===== src/rtl/lut_fabric.sv =====
module lut_fabric #(
  parameter int IN_W = 3
) (
  input  logic            clk,
  input  logic            rst_n,
  input  logic            cfg_en,
  input  logic            cfg_din,
  input  logic [IN_W-1:0] xin,
  input  logic            yin,
  output logic [1:0]      zout
);
  localparam int LUT_BITS = 2 * (1 << IN_W);
  localparam int SW_BITS  = 4;
  localparam int CHAIN    = 2 * LUT_BITS + SW_BITS;
  localparam int SW_BASE  = LUT_BITS;
  localparam int B_BASE   = LUT_BITS + SW_BITS;

  logic [CHAIN-1:0]    cfg;
  logic [LUT_BITS-1:0] lut_a, lut_b;
  logic [SW_BITS-1:0]  sw;
  logic [1:0]          a_out, sw_out;
  logic [IN_W-1:0]     b_addr;

  always_ff @(posedge clk or negedge rst_n)
    if (!rst_n)      cfg <= '0;
    else if (cfg_en) cfg <= {cfg[CHAIN-2:0], cfg_din};

  assign lut_a = cfg[LUT_BITS-1:0];
  assign sw    = cfg[SW_BASE +: SW_BITS];
  assign lut_b = cfg[B_BASE +: LUT_BITS];

  assign a_out = lut_a[{xin, 1'b0} +: 2];

  for (genvar o = 0; o < 2; o++) begin : g_xbar
    assign sw_out[o] = |(sw[2*o +: 2] & a_out);
  end

  assign b_addr = {yin, sw_out};
  assign zout   = lut_b[{b_addr, 1'b0} +: 2];
endmodule



===== config.mk =====
export PLATFORM = sky130hd
export DESIGN_NAME = lut_fabric
export DESIGN_NICKNAME = d
export VERILOG_FILES = /design/src/rtl/lut_fabric.sv
export SDC_FILE = /design/constraint.sdc
export NUM_CORES = 1
export LEC_CHECK = 0
export ABC_AREA = 1
export BUFFER_PORTS_ARGS = -buffer_cell sky130_fd_sc_hd__buf_4
export CAP_MARGIN = 10
export CELL_PAD_IN_SITES_DETAIL_PLACEMENT = 1
export CELL_PAD_IN_SITES_GLOBAL_PLACEMENT = 1
export CORE_ASPECT_RATIO = 0.7
export CORE_MARGIN = 5
export CORE_UTILIZATION = 30
export DETAILED_ROUTE_END_ITERATION = 10
export GPL_ROUTABILITY_DRIVEN = 0
export PLACE_DENSITY_LB_ADDON = 0.25
export SYNTH_ARGS = -nofsm -noshare
export SYNTH_HDL_FRONTEND = slang
export SYNTH_SLANG_ARGS = --single-unit
export TNS_END_PERCENT = 1

===== constraint.sdc =====
create_clock -name clk -period 3 [get_ports clk]
set_clock_uncertainty 0.2 [all_clocks]
set_input_delay 0.3 -clock clk [delete_from_list [all_inputs] [get_ports clk]]
set_output_delay 0.3 -clock clk [all_outputs]
set_load 0.005 [all_outputs]

; After elaboration in Yosys (flattened, before gate mapping)
; Index checks and enable logic that the tools add are counted.
; Widths: inputs -> output; s select.
[totals]
ff_bits = 36
word_cells = 7
out_inout_bits = 2
input_bits = 8
[op_classes]
n_reduce_logical = 2
bitwise = 2
shift = 2
[ops]
columns = op, n
row1 = $shiftx 16x5->2, 2
row2 = $and 2x2->2, 2
row3 = $reduce_or 2->1, 2

; Longest topological paths before layout
; Gate-level depths: netlist (run 1).
[logic_depth]
word_depth = 4
depth_mapped = 12
depth_no_buf = 11

; Worst setup path before layout (run 1)
; No wires, ideal clock.
[synth_timing]
kind = reg-to-output
from = register cfg[13]
to = output port zout[0]
slack_ns = 1.291
required_time_ns = 2.500
stages_incl_launch_ff = 12
n_path_buf = 0
arrival_time_ns = 1.209
cell_sequence = dfrtp_1 bufinv_8 nand2_2 nand3_1 nand3_2 nand3_1 nand2_2 inv_2 nand3_1 nand2_1 nand2_1 nand2_1
[synth_via]
elab_chain_len = 4
elab_cells_between_ends = 6
classes_between = shift: 2 / bitwise: 2 / reduce/logical: 2
[synth_rtl]
columns = element, line_no
row1 = start: declaration, 18  ; logic [CHAIN-1:0] cfg;
row2 = start signal: assignment, 26  ; else if (cfg_en) cfg <= {cfg[CHAIN-2:0], cfg_din};
row3 = $shiftx 16x5->2 *, 32  ; assign a_out = lut_a[{xin, 1'b0} +: 2];
row4 = $and 2x2->2, 35  ; assign sw_out[o] = |(sw[2*o +: 2] & a_out);
row5 = $reduce_or 2->1, 35
row6 = $shiftx 16x5->2 *, 39  ; assign zout = lut_b[{b_addr, 1'b0} +: 2];
row7 = end: declaration, 10  ; output logic [1:0] zout
; Mark *: on every way between the ends. The rest lies on a longest branch, timed or not.

; Worst setup path after layout (run 1)
; Same ends and word-level chain as after synthesis.

==> impl_metrics.yaml, run 1 <==
cells_and_area:
  finish.utilization: 0.3502
  nets: 240
  largest_register_ff_count: 36
  multiInputGateArea_um2: 685.7
  syn_to_final_growth_pct: 12.26
  layout_common_cells: "nand2_1 (64), inv_1 (36), dfrtp_1 (36), o21ai_1 (34), nand3_1 (24)"
  fill_cells: 710
  final_layout_size_suffix_gt1_frac: 0.1373
  reg_top3: "cfg x36"
  num_antenna_cells: 0
  ff_latch_area_um2: 900.9
  final_common_cell: "nand2_1"
  largest-register: "cfg"
  final_cells: 308
global_routing:
  grt_most_used_layer: "met1"
  grt_pass1_vias: 1382
  grtUsageMet2: 0.1624
  grt_start_max_net_pins: 73
  antenna_found_initial: 0
  overflow: 0
  use_met3: 0.02778
  met1_usage: 0.1715
  grt_pass1_wl_um: 6768
  grtUsageTotal: 0.1162
pwr:
  peakVddDrop_mv: 0.2090
  power_per_cell_area_mw_per_mm2: 617.0
  p_leak_uw: 0.0009848
logic_synthesis:
  netlist_area_mm2: 0.001795
  ys_warn_count: 0
  synth-seq-area-share: 0.5017
  synthCells: 224
  ys_seq_elements: 36
  synth_cell_types: 16
  syn_nets: 232
  syn_avg_cell_area_um2: 8.016
placement:
  dp_slack_ps: 977.5
  port_buffers: 9
  post-dp-hpwl_um: 2676
  dpl.cell_count: 299
routing:
  drt-initial-drc-count: 63
  postRouteAntennaNets: 0
  routed_wl_um: 3773
  drt-wirelength-per-cell_um: 12.25
  via_per_inst: 4.425
  vias: 1363
  drtPass1Iterations: 4
  drt_drc_violations_left: 0
min_path:
  holdPathStages: 3
  worstHoldPathType: "input port to register"
  hold_start: "cfg_din"
worst_setup_path:
  crit_required_ps: 2500
  critPathArrivalTime_ps: 1820
  critPathLaunch: "cfg[13]$_DFFE_PN0P_"
  crit_type: "register to output pin"
  crit_path_start_kind: "register"
  cp_max_fo: 9
  r2r_cells: 2
  r2r_start: "cfg[13]$_DFFE_PN0P_"
  end_kind: "output pin"
timing:
  max_freq_ghz: 0.4315
  finalCritPeriodShare: 0.7724
  hold_viol_final: 0
  rsz0062_at_grt: "false"
  setup_viol: 0
  fin_ws_ps: 682.7
  period_needed_ps: 2317
  relSlewSlack: 0.5729
  tns_ps: 0
  slew_violations: 0
  tightest_slew_ps: 640.6
die:
  ios: 10
  initial_core_util: 0.3120
  die-area_mm2: 0.007657
  core_area_mm2: 0.005756
  die_w_um: 102.5
  fp-row-count: 23
  fp.dieH_um: 74.73
clocking:
  clock_path_buffers: 2
  numClockSinks: 36
  cts_tree: "built"
  cts.clk_slew.worst_paths_ps: 70
  ctsResizeCount: 0
  htreeDepth: 2
  clock_latency_ps: 290
  cts_root_buffer: "clkbuf_8"
  numCtsBuffers: 5
run:
  max_cap_violations: 0
status:
  run_status: "finished clean"
-- per-stage QoR --
step                      instance area (um2)  hold slack (ps)  power, uW
after detailed placement                 1916            100.3      903.2
after global routing                     2016            41.95       1344
after global placement                   1916            94.29      899.7
after CTS                                2016            18.79       1266
final                                    2016            31.35       1244
after floorplan                          1795           -195.6      812.3
-- report_power, final --
group | internal (uW) | switching [uW]
registers | 560 | 41.2
clock network | 187 | 165
logic | 109 | 181
total | 856 | 387
-- synthesized netlist by cell type (all sizes together) --
| cell type | instances | area [um2] |
|---|---|---|
| a21oi | 2 | 10.01 |
| bufinv | 1 | 17.52 |
| nand3 | 32 | 215.2 |
| dfrtp | 36 | 900.9 |
| clkbuf | 8 | 30.03 |
| buf | 1 | 11.26 |
| inv | 38 | 150.1 |
| o21ai | 34 | 170.2 |
| nor2 | 2 | 7.510 |
| nand2 | 70 | 282.8 |
-- cells by family after synthesis --
| family | after synthesis | synth area share |
|---|---|---|
| and+or+nand+nor | 104 | 0.2815 |
| buffers and inverters | 48 | 0.1164 |
| DFF | 36 | 0.5017 |
| AOI/OAI and AO/OA | 36 | 0.1003 |
-- routing by layer --
| metal | share of wire | wire [um] |
|---|---|---|
| met1 | 0.57 | 2165 |
| met2 | 0.39 | 1478 |
| met3 | 0.020 | 77 |
| met4 | 0.014 | 52 |
| met5 | 0 | 0 |
-- worst max-delay path, stage by stage, from the launching register on --
cell and delay, ps:
dfrtp_1 380, bufinv_8 190, nand2_2 50, nand3_1 70, nand3_2 120, nand3_4 140
nand2_4 140, nand2_1 70, nand3_1 70, nand2_1 60, nand2_1 50, nand2_1 50
buf_4 130
-- path summary, 6_finish.rpt --
check / end / slack (ps)
max: zout[0] / 680
min: cfg[0]$_DFFE_PN0P_ / 30
max reg2reg: cfg[13]$_DFFE_PN0P_ / 2000
min reg2reg: cfg[7]$_DFFE_PN0P_ / 280
max in group asynchronous: cfg[30]$_DFFE_PN0P_ / 1960
min in group asynchronous: cfg[7]$_DFFE_PN0P_ / 310
-- final cells by class --
| type | instances | share of cell area |
|---|---|---|
| Sequential cell | 36 | 0.4469 |
| Multi-Input combinational cell | 140 | 0.3402 |
| Tap cell | 75 | 0.04656 |
| Clock buffer | 8 | 0.04469 |
| Timing Repair Buffer | 10 | 0.03849 |
| Inverter | 39 | 0.08318 |
-- timing repair --
item                                   4_1_cts  5_1_grt
endpoints found under the hold margin       36        0
buffers inserted                             0        0
hold buffers                                 1        0
No activity file was read; power rests on OpenSTA's default activity.
==> run 2, diff against run 1 <==
- clock period: 3 -> 2.15 ns (I/O delays scaled with it)
==> run 2 against run 1 <==
Against the previous run: clock power increased by 24%; via count increased by 4.5%; cell count increased by 2.3%; register-to-register slack got worse by 840 ps; count of clock-buffer cells in the layout decreased by 2; worst hold slack improved by 200 ps; critical path depth unchanged; worst setup slack got worse by 640 ps; combinational power increased by 66%; wire length increased by 8.4%.
==> impl_metrics.yaml, run 2 (synthesis results as in run 1) <==
status:
  run_status: "finished clean"
worst_setup_path:
  crit_path_start_kind: "register"
  end_kind: "output pin"
  crit_type: "register to output pin"
  r2r_slack_ps: 1160
  cp_max_fo: 8
  crit_required_ps: 1740
  critPathArrivalTime_ps: 1690
pwr:
  pwr-share-comb: 0.271
  p_leak_uw: 0.001029
  power_uw: 1770
  seq_power_share: 0.481
  clockPowerShare: 0.247
  intPower_uw: 1188
  switching_share: 0.3292
  p_sw_uw: 582.7
  peakVddDrop_mv: 0.3327
  power_per_cell_area_mw_per_mm2: 812.2
die:
  die-area_mm2: 0.007657
  core_area_mm2: 0.005756
  initial_core_util: 0.3120
  fp-row-count: 23
  ios: 10
  fp.dieH_um: 74.73
  die_w_um: 102.5
placement:
  port_buffers: 9
  post-dp-hpwl_um: 2760
  place_area_mm2: 0.001916
  dp_slack_ps: 213.9
timing:
  fin_ws_ps: 46.77
  rsz0062_at_grt: "true"
  finalCritPeriodShare: 0.9782
  slew_violations: 0
  setup_viol: 0
  hold_viol_final: 0
  tightest_slew_ps: 665.4
  relSlewSlack: 0.5564
  max_freq_ghz: 0.4755
  tns_ps: 0
  period_needed_ps: 2103
global_routing:
  grtUsageTotal: 0.1176
  antenna_found_initial: 0
  grt_pass1_vias: 1417
  grt_pass1_wl_um: 6927
  overflow: 0
  grt_start_max_net_pins: 73
cells_and_area:
  nets: 248
  final_common_cell: "nand2_1"
  stdcell_area_mm2: 0.002180
  reg_top3: "cfg x36"
  largest-register: "cfg"
  final_layout_size_suffix_gt1_frac: 0.2542
  finish.utilization: 0.3787
  syn_to_final_growth_pct: 21.39
  num_antenna_cells: 0
  layout_common_cells: "nand2_1 (59), dfrtp_1 (35), o21ai_1 (34), inv_1 (29), nand3_1 (15)"
  largest_register_ff_count: 36
run:
  max_cap_violations: 0
clocking:
  numCtsBuffers: 5
  cts.clk_slew.worst_paths_ps: 70
  numClockSinks: 36
  clock_path_buffers: 2
  clock_latency_ps: 280
  htreeDepth: 2
  cts_tree: "built"
  cts_root_buffer: "clkbuf_8"
routing:
  drt-wirelength-per-cell_um: 12.99
  drt_drc_violations_left: 0
  postRouteAntennaNets: 0
  drtPass1Iterations: 4
  via_per_inst: 4.524
  vias: 1425
  routed_wl_um: 4091
  drt-initial-drc-count: 60
min_path:
  worstHoldPathType: "input port to asynchronous set/reset pin"
run 2: worst paths after layout:
check	startpoint	to	cells after the start
hold / removal	rst_n	cfg[1]$_DFFE_PN0P_	2
max in group asynchronous	rst_n	cfg[13]$_DFFE_PN0P_	2
min in group clk	cfg_en	cfg[5]$_DFFE_PN0P_	3
hold reg to reg	cfg[29]$_DFFE_PN0P_	cfg[30]$_DFFE_PN0P_	2
setup reg to reg	cfg[13]$_DFFE_PN0P_	cfg[13]$_DFFE_PN0P_	3
setup / recovery	cfg[9]$_DFFE_PN0P_	zout[1]	12
run 2: layout make-up:
cell class	count	area, um2
Timing Repair Buffer	16	125.1
Sequential cell	36	902.1
Fill cell	712	3576
Multi-Input combinational cell	142	819.5
Tap cell	75	93.84
Inverter	39	161.4
Clock buffer	6	72.57
Clock inverter	1	5.005
run 2: routing by layer:
metal  share of wire  vias up  track usage
met5               0        -            0
met4          0.0034        0      0.03057
li1                -      733            -
met2            0.42        7       0.1617
met1            0.55      683       0.1777
met3           0.023        2      0.03611
run 2: per-stage QoR:
stage / hold slack (ps) / cells
floorplan: -280.6 / 224
global placement: 12.36 / 299
detailed placement: 13.31 / 299
CTS: 244.9 / 309
global route: 280.3 / 315
finish: 227.5 / 315
run 2: critical path, cell delays in order (launching register included):
cell,delay (ps)
dfrtp_1,370
inv_1,100
nand2_1,80
nand3_2,80
nand3_4,110
nand3_4,160
nand2_8,80
nand2_2,80
nand3_2,60
nand2_2,70
nand2_1,50
nand2_1,60
buf_4,100
run 2: timing repair:
| action | 4_1_cts | 5_1_grt |
|---|---|---|
| hold endpoints to repair | 37 | 0 |
| pin swaps | 3 | 10 |
| setup buffers | 0 | 5 |
| resized for setup | 6 | 25 |
| setup endpoints to repair | 2 | 2 |
| cloned | 1 | 1 |
| hold buffers | 2 | 0 |
run 2: power by group through the flow:
stage | clock network [uW] | registers (uW) | logic, uW
5_1_grt | 502 | 867 | 550
2_1_floorplan | 0 | 836 | 297
3_3_place_gp | 0 | 849 | 407
4_1_cts | 463 | 841 | 434
3_5_place_dp | 0 | 851 | 412
6_report | 438 | 852 | 480
